==> src/rtl/psq_pkg.sv <==
package psq_pkg;

    typedef enum logic [1:0] {
        PS_CYCLE = 2'b00,
        PS_OFF   = 2'b01,
        PS_ON    = 2'b10,
        PS_DWELL = 2'b11
    } pstate_e;

    typedef enum logic [1:0] {
        RQ_CYCLE = 2'b00,
        RQ_OFF   = 2'b01,
        RQ_ON    = 2'b10,
        RQ_HOLD  = 2'b11
    } preq_e;

    typedef struct packed {
        pstate_e state;
        logic    reload;
    } fsm_regs_t;

endpackage

==> src/rtl/psq_dwell_timer.sv <==
module psq_dwell_timer #(
    parameter int TICKS = 1000
) (
    input  logic clk,
    input  logic rst_n,
    input  logic run_i,
    input  logic tick_i,
    output logic done_o
);
    localparam int CW = (TICKS > 1) ? $clog2(TICKS) : 1;
    localparam logic [CW-1:0] LAST = CW'(TICKS - 1);

    logic [CW-1:0] cnt_d, cnt_q;

    always_comb begin
        cnt_d  = cnt_q;
        done_o = 1'b0;
        if (!run_i) begin
            cnt_d = '0;
        end else if (tick_i) begin
            if (cnt_q == LAST) begin
                done_o = 1'b1;
                cnt_d  = '0;
            end else begin
                cnt_d = cnt_q + 1'b1;
            end
        end
    end

    always_ff @(posedge clk or negedge rst_n) begin
        if (!rst_n) cnt_q <= '0;
        else        cnt_q <= cnt_d;
    end

    // count never passes the last tick index
    a_r5_cnt_in_range: assert property (@(posedge clk) disable iff (!rst_n)
        cnt_q <= LAST);

    // leaving the window discards the count
    a_r7_idle_clears: assert property (@(posedge clk) disable iff (!rst_n)
        !run_i |=> cnt_q == '0);

endmodule

==> src/rtl/psq_line_drive.sv <==
module psq_line_drive #(
    parameter int DW = 8
) (
    input  psq_pkg::pstate_e state_i,
    output logic [DW-1:0]    dat_o,
    output logic [DW-1:0]    dat_oe_o,
    output logic             cmd_o,
    output logic             cmd_oe_o,
    output logic             ck_o,
    output logic             ck_oe_o
);
    import psq_pkg::*;

    logic own, high;

    always_comb begin
        own  = (state_i != PS_ON);
        high = (state_i == PS_OFF) || (state_i == PS_DWELL);
    end

    for (genvar i = 0; i < DW; i++) begin : g_dat
        assign dat_oe_o[i] = own;
        assign dat_o[i]    = own & high;
    end

    assign cmd_oe_o = own;
    assign cmd_o    = own & high;
    assign ck_oe_o  = own;
    assign ck_o     = own & high;

endmodule

==> src/rtl/psq_fsm.sv <==
module psq_fsm (
    input  logic             clk,
    input  logic             rst_n,
    input  logic [1:0]       req_i,
    input  logic             dwell_done_i,
    output psq_pkg::pstate_e state_o,
    output logic             dwell_run_o,
    output logic             reload_o
);
    import psq_pkg::*;

    fsm_regs_t r_d, r_q;
    preq_e     req;

    always_comb begin
        req       = preq_e'(req_i);
        r_d       = r_q;
        r_d.reload = 1'b0;
        unique case (r_q.state)
            PS_CYCLE: begin
                if (req == RQ_OFF)     r_d.state = PS_OFF;
                else if (req == RQ_ON) r_d.state = PS_DWELL;
            end
            PS_OFF: begin
                if (req == RQ_CYCLE)   r_d.state = PS_CYCLE;
                else if (req == RQ_ON) r_d.state = PS_DWELL;
            end
            PS_DWELL: begin
                if (req == RQ_CYCLE)     r_d.state = PS_CYCLE;
                else if (req == RQ_OFF)  r_d.state = PS_OFF;
                else if (dwell_done_i) begin
                    r_d.state  = PS_ON;
                    r_d.reload = 1'b1;
                end
            end
            default: ;
        endcase
    end

    always_ff @(posedge clk or negedge rst_n) begin
        if (!rst_n) r_q <= '{state: PS_CYCLE, reload: 1'b0};
        else        r_q <= r_d;
    end

    assign state_o     = r_q.state;
    assign dwell_run_o = (r_q.state == PS_DWELL);
    assign reload_o    = r_q.reload;

    // power-on is held until reset
    a_r8_on_sticky: assert property (@(posedge clk) disable iff (!rst_n)
        r_q.state == PS_ON |=> r_q.state == PS_ON);

    // power-on is entered only from a completed window
    a_r5_on_via_dwell: assert property (@(posedge clk) disable iff (!rst_n)
        (r_q.state == PS_ON && $past(r_q.state) != PS_ON)
        |-> ($past(r_q.state) == PS_DWELL && $past(dwell_done_i)));

    // reload strobe only on the first power-on cycle
    a_r9_reload_entry: assert property (@(posedge clk) disable iff (!rst_n)
        reload_o |-> (r_q.state == PS_ON && $past(r_q.state) == PS_DWELL));

endmodule

==> src/rtl/psq_power_seq.sv <==
module psq_power_seq #(
    parameter int DW          = 8,
    parameter int DWELL_TICKS = 1000
) (
    input  logic          clk,
    input  logic          rst_n,
    input  logic          tick_i,
    input  logic [1:0]    mode_req_i,
    output logic [DW-1:0] dat_o,
    output logic [DW-1:0] dat_oe_o,
    output logic          cmd_o,
    output logic          cmd_oe_o,
    output logic          card_clk_o,
    output logic          card_clk_oe_o,
    output logic [1:0]    pwr_state_o,
    output logic          on_ack_o,
    output logic          mask_reload_o
);
    import psq_pkg::*;

    pstate_e state;
    logic    run, done;

    psq_fsm i_fsm (
        .clk          (clk),
        .rst_n        (rst_n),
        .req_i        (mode_req_i),
        .dwell_done_i (done),
        .state_o      (state),
        .dwell_run_o  (run),
        .reload_o     (mask_reload_o)
    );

    psq_dwell_timer #(.TICKS(DWELL_TICKS)) i_timer (
        .clk    (clk),
        .rst_n  (rst_n),
        .run_i  (run),
        .tick_i (tick_i),
        .done_o (done)
    );

    psq_line_drive #(.DW(DW)) i_lines (
        .state_i  (state),
        .dat_o    (dat_o),
        .dat_oe_o (dat_oe_o),
        .cmd_o    (cmd_o),
        .cmd_oe_o (cmd_oe_o),
        .ck_o     (card_clk_o),
        .ck_oe_o  (card_clk_oe_o)
    );

    assign pwr_state_o = state;
    assign on_ack_o    = (state == PS_ON);

    // power-cycle drives everything low
    a_r2_cycle_low: assert property (@(posedge clk) disable iff (!rst_n)
        pwr_state_o == 2'b00 |-> (&dat_oe_o && dat_o == '0 && cmd_oe_o && !cmd_o
                                  && card_clk_oe_o && !card_clk_o));

    // power-off and settling drive everything high
    a_r3_off_high: assert property (@(posedge clk) disable iff (!rst_n)
        pwr_state_o[0] |-> (&dat_oe_o && &dat_o && cmd_oe_o && cmd_o
                            && card_clk_oe_o && card_clk_o));

    // power-on releases every line
    a_r4_on_release: assert property (@(posedge clk) disable iff (!rst_n)
        pwr_state_o == 2'b10 |-> (dat_oe_o == '0 && !cmd_oe_o && !card_clk_oe_o));

endmodule

==> config.mk <==
export PLATFORM = sky130hd
export DESIGN_NAME = psq_power_seq
export DESIGN_NICKNAME = d
export VERILOG_FILES = /design/src/rtl/psq_pkg.sv /design/src/rtl/psq_dwell_timer.sv /design/src/rtl/psq_line_drive.sv /design/src/rtl/psq_fsm.sv /design/src/rtl/psq_power_seq.sv
export SDC_FILE = /design/constraint.sdc
export NUM_CORES = 1
export LEC_CHECK = 0
export ABC_CLOCK_PERIOD_IN_PS = 3380
export BUFFER_PORTS_ARGS = -buffer_cell sky130_fd_sc_hd__clkbuf_2
export CORE_AREA = 2 2 44 46
export DETAILED_ROUTE_END_ITERATION = 12
export DIE_AREA = 0 0 46 48
export GPL_TIMING_DRIVEN = 0
export PLACE_DENSITY = 0.79
export SLEW_MARGIN = 40
export SYNTH_ARGS = -nofsm -noshare
export SYNTH_HDL_FRONTEND = slang
export SYNTH_SLANG_ARGS = --single-unit
==> constraint.sdc <==
create_clock -name clk -period 3.38 [get_ports clk]
set_input_delay 0.338 -clock clk [delete_from_list [all_inputs] [get_ports clk]]
set_output_delay 0.338 -clock clk [all_outputs]
set_load 0.01 [all_outputs]
======== After elaboration in Yosys (flattened, before gate mapping) ========
Index checks and enable logic that the tools add are counted.
cells by class
  add/subtract/negate cells ............... 1
  eq/ne operators ......................... 9
  mux-type cells .......................... 16
  bitwise gates (word level) .............. 1
  reductions and logical operators ........ 5
operators with widths
  cell                                                                   number
  10-bit two-way mux                                                     3
  10-bit by 1-bit adder with 10-bit output, second input constant        1
  10-bit equality test, second input constant                            1
  2-bit two-way mux                                                      5
  2-bit equality test, second input constant                             3
  1-bit two-way mux                                                      6
  2-bit one-hot mux with 3 select lines                                  1
  2-bit by 1-bit equality test with 1-bit output, second input constant  2
  2-bit logical NOT                                                      2
  2-bit inequality test, second input constant                           2
  4-bit inequality test, second input constant                           1
  3-bit two-way mux                                                      1
  3-bit nonzero test                                                     1
  2-bit AND reduction                                                    1
  1-bit AND                                                              1
  1-bit logical OR                                                       1
word-level totals
  flip-flop bits (word level) ............. 13
  input port bits ......................... 5
  output and inout bits ................... 24
  logic and storage cells ................. 35

======== Logic depth before layout (Yosys ltp) ========
  depth after elaboration ................. 8
  mapped depth ............................ 6
  gate-level depth less buffers ........... 5

======== By module ========
A second synthesis with hierarchy kept.
second synthesis, totals
  cell total of the unflattened synthesis .. 90
  area, all modules ....................... 842.1 um^2
modules (own cells, without submodules)
  module           times used  cells each  area an instance (um^2)  seq. area each (um^2)
  psq_dwell_timer  1           55          551.8                    250.2
  psq_line_drive   1           20          145.1                    0.0
  psq_fsm          1           14          131.4                    75.1
  psq_power_seq    1           1           13.8                     0.0

======== Worst setup path after synthesis ========
Ideal clock, no wire load.
  kind .................................... reg-to-reg
  start point ............................. register i_timer.cnt_q[0]
  end point ............................... register i_timer.cnt_q[7]
  library setup time ...................... 128 ps
  arrival time ............................ 1304 ps
  required time ........................... 3252 ps
  slack ................................... 1948 ps
  stages on the path, launching flop included .. 6
  path buffers ............................ 0
  path through ............................ dfrtp_1 -> ha_1 -> nand4b_1 -> nor4_2 -> a21o_2 -> o22ai_1
on the way
  cells in the longest elaborated chain, start to end .. 4
ends and longest elaborated chain
  item                                                                              RTL line                                      RTL
  start, declared                                                                   psq_dwell_timer.sv:13                         logic [CW-1:0] cnt_d, cnt_q;
  start signal, assigned                                                            psq_dwell_timer.sv:32                         else cnt_q <= cnt_d;
  10-bit by 1-bit adder with 10-bit output or 10-bit equality test (tied branches)  psq_dwell_timer.sv:25, psq_dwell_timer.sv:21
  10-bit two-way mux (*)                                                            psq_dwell_timer.sv:21                         if (cnt_q == LAST) begin
  10-bit two-way mux (*)                                                            psq_dwell_timer.sv:20                         end else if (tick_i) begin
  10-bit two-way mux (*)                                                            psq_dwell_timer.sv:18                         if (!run_i) begin
Mark *: on every way between the ends. The rest lies on a longest branch, timed or not. The select of a mux whose other input is x is not followed.
A chain may end at the register's enable or synchronous reset.

======== Worst setup path after layout ========
Ends and elaborated chain as after synthesis.

==> summary.md <==
| Metric | Value |
|---|---|
| Outcome | `complete, no violations` |
| FILL cells | `155` |
| Final Hold Fails | `0` |
| Peak supply drop | `0.325 mV` |
| RSZ-0062 raised after global routing | `no` |
| Setup violations, final | `0` |
| Internal power | `0.000277 W` |
| Total grt overflow | `0` |
| Final Critical Period | `1690 ps` |
| Post-synthesis sequential area ratio | `between 30% and 40%` |
| Post-place setup slack | `1710 ps` |
| H-tree Lvls | `1` |
| Fin. max-slew vios | `0` |
| R2r endpoint | `i_timer.cnt_q[7]` |
| Sw frac | `a little under a third` |
| Setup_tns | `0 ps` |
| WHS Path Cells | `2` |
| Core Region | `1690 µm²` |
| Synth warnings | `0` |
| Number of diodes | `0` |
| Leakage | `between 0.4 and 0.5 nW` |
| CP endpoint kind | `register` |
| Crit path from | `i_timer.cnt_q[0]` |
| Crit-path max FO | `7` |
| Yosys top cell by area | `dfrtp_1` |
| Sw Pwr | `around 0.00012 W` |
| Worst Setup Start Kind | `register` |
| Routed wire per std cell | `11.2 µm` |
| Register-to-register setup slack | `1690 ps` |
| WL met1 | `roughly 720 µm` |
| Clock Latency Late Sink | `280 ps` |
| CP Data Arrival Time | `~1900 ps` |
| Highest routed layer | `met4` |
| Tightest Pin Transition | `481 ps` |
| Routed Antenna Nets | `0` |
| FP Rows | `15` |
| Req. time, crit path | `between 3000 and 4000 ps` |
| Area share of the largest cell type after synthesis | `38.0%` |
| Syn nets | `95` |
| DPL Wire Length | `1200 µm` |
| R2R cell count | `5` |
| Hold Crit Class | `in -> reg` |
| DR WL met3 | `59 µm` |
| First-pass GRT wire length | `2620 µm` |
| Area grow syn2layout | `22.5%` |
| Post-Synthesis Cells | `89` |
| Final period util | `50.1%` |
| Clock network fraction of design power | `23.9%` |
| Total global routing track utilization | `17.0%` |
| Post-route DRC violation count | `0` |
| Pre-antenna DRT Iters | `2` |
| Worst relative slew slack | `67.6%` |
| Synth top area cells | `dfrtp_1 38%, buf_4 17%, xnor2_1 6.1%` |
| Register bit total from synthesis | `13` |
| WS Path Type | `reg -> reg` |
| Io pins | `29` |
| Mean Syn Cell Area | `a little under 10 µm²` |
| Reg2reg start | `i_timer.cnt_q[0]` |
| Die Y | `roughly 48 µm` |
| Critical path endpoint | `i_timer.cnt_q[7]` |
| Clock buffer count from CTS | `3` |
| Clock Pin Slew Worst Setup and Hold Paths | `70 ps` |
| Routability cong. | `0.836` |
| Final WS setup | `1690 ps` |
| Synth unique cells | `28` |
| Pwr dens | `381 nW/µm²` |
| Main flop type after synthesis | `dfrtp_1` |
| Routed WL | `1550 µm` |
| Peak Freq | `590 MHz` |
| Post-Syn Area | `856 µm²` |
| Via count | `682` |
| Vias in the first global route | `slightly above 600` |
| Clock Skew | `1.43 ps` |
| Post-synth EDFFs | `0` |
| Sequential power share | `42.0%` |
| FFs w/ async S/R, synth | `100%` |
| Initial DRC count | `8` |
| Comb power frac | `34.1%` |
| Share of cells above drive strength 1 | `47.1%` |
| Die X | `~46 µm` |
| Initial Util | `50.7%` |
| PortBufs | `27` |
| CTS sink count | `13` |
| Via density | `4.94` |
| Clock Path Buffers | `2` |
| Root Driver | `clkbuf_4` |
| Nets | `128` |
| Die footprint | `~2200 µm²` |
| Wire length on met2 | `733 µm` |
| Largest net degree at the start of global routing | `14` |
| Initial antenna violation count | `0` |
| Maxcap violations | `0` |
| CTS tree | `done` |
stage by stage:
stage                     instances  instance area, µm²  util, %  power [W]  hold WS (ps)
after floorplan                  89                 856        -   0.000260          42.4
after global placement          133                1010     59.9   0.000304           246
after detailed placement        133                1010     59.9   0.000308           252
after CTS                       138                1050     62.1   0.000404           334
after global routing            138                1050     62.1   0.000425           358
final                           138                1050     62.1   0.000399           338
power by group through the flow:
stage | logic (W) | registers, W | clock network [W]
after floorplan | 0.0000888 | 0.000171 | 0
after global placement | 0.000134 | 0.000171 | 0
after detailed placement | 0.000137 | 0.000171 | 0
after CTS | 0.000138 | 0.000168 | 0.0000982
after global routing | 0.000150 | 0.000169 | 0.000106
final | 0.000136 | 0.000168 | 0.0000954
layout by cell type (no fill, tap or decap), drive strengths merged, types with 2 or more instances in the layout:
master | synthesis | routed
nand2 | 5 | 5
nor2 | 9 | 9
buf | 20 | 20
o22ai | 2 | 2
a21oi | 5 | 5
inv | 4 | 4
nand3 | 4 | 4
nor3 | 2 | 2
clkbuf | 1 | 32
nand2b | 3 | 3
xnor2 | 6 | 6
dfrtp | 13 | 13
nor4 | 4 | 4
per-layer routing:
| metal | vias up | global-route usage [%] |
|---|---|---|
| li1 | 347 | - |
| met1 | 314 | 21.0 |
| met2 | 16 | 27.5 |
| met3 | 5 | 3.40 |
| met4 | 0 | 10.3 |
| met5 | - | 0 |
state kept, by name (all words and copies together) (netlist names):
register and cells:
i_timer.cnt_q 10, i_fsm.reload_o 1, i_fsm.state_o 2
cells by family (layout without fill, tap and decap cells):
kind of cell	after synthesis	in the layout	share of synthesized area (%)
mux	1	1	1.17
simple gates	32	32	24.7
buf+inv	25	57	20.2
xor+xnor	7	7	7.16
compound gates	10	10	7.31
flops	13	13	38.0
fa+ha+maj	1	1	1.46
how the worst min path moves through the flow:
| stage | start | to | slack [ps] |
|---|---|---|---|
| detailed placement | rst_n | i_timer.cnt_q[8] | 250 |
| global route | tick_i | i_fsm.state_o[0] | 360 |
| finish | tick_i | i_fsm.state_o[0] | 340 |
| floorplan | rst_n | i_fsm.reload_o | 40 |
| CTS | tick_i | i_fsm.state_o[0] | 330 |
| global placement | rst_n | i_timer.cnt_q[8] | 250 |
cells in the mapped netlist, types with 2 or more instances:
cell,instances
nand3_1,4
a21oi_1,5
dfrtp_1,13
o22ai_1,2
nand2b_1,3
nor4_4,2
nor3_1,2
xnor2_1,6
nand2_1,5
inv_1,4
nor2_1,8
buf_4,19
worst max-delay path, stage by stage, from the launching register on:
cell	delay, ps
dfrtp_1	390
ha_1	210
nand4b_1	120
nor4_2	450
a21o_2	300
o22ai_1	100
what timing repair did:
action | CTS | global route
gates resized for setup | 0 | 0
hold endpoints to repair | 13 | 0
setup buffers | 0 | 0
setup endpoints to repair | 0 | 0
hold buffers | 1 | 0
final cells by class:
cell class / count / area, µm² / area share [%]
inverters: 4 / 15.0 / 1.43
repair buffers: 28 / 145 / 13.8
multi-input cells: 51 / 358 / 34.1
plain buffers: 21 / 158 / 15.0
well taps: 17 / 21.3 / 2.03
clock buffers: 4 / 26.3 / 2.51
flip-flops and latches: 13 / 325 / 31.0
Note: power is estimated with default switching activity, not from simulation.
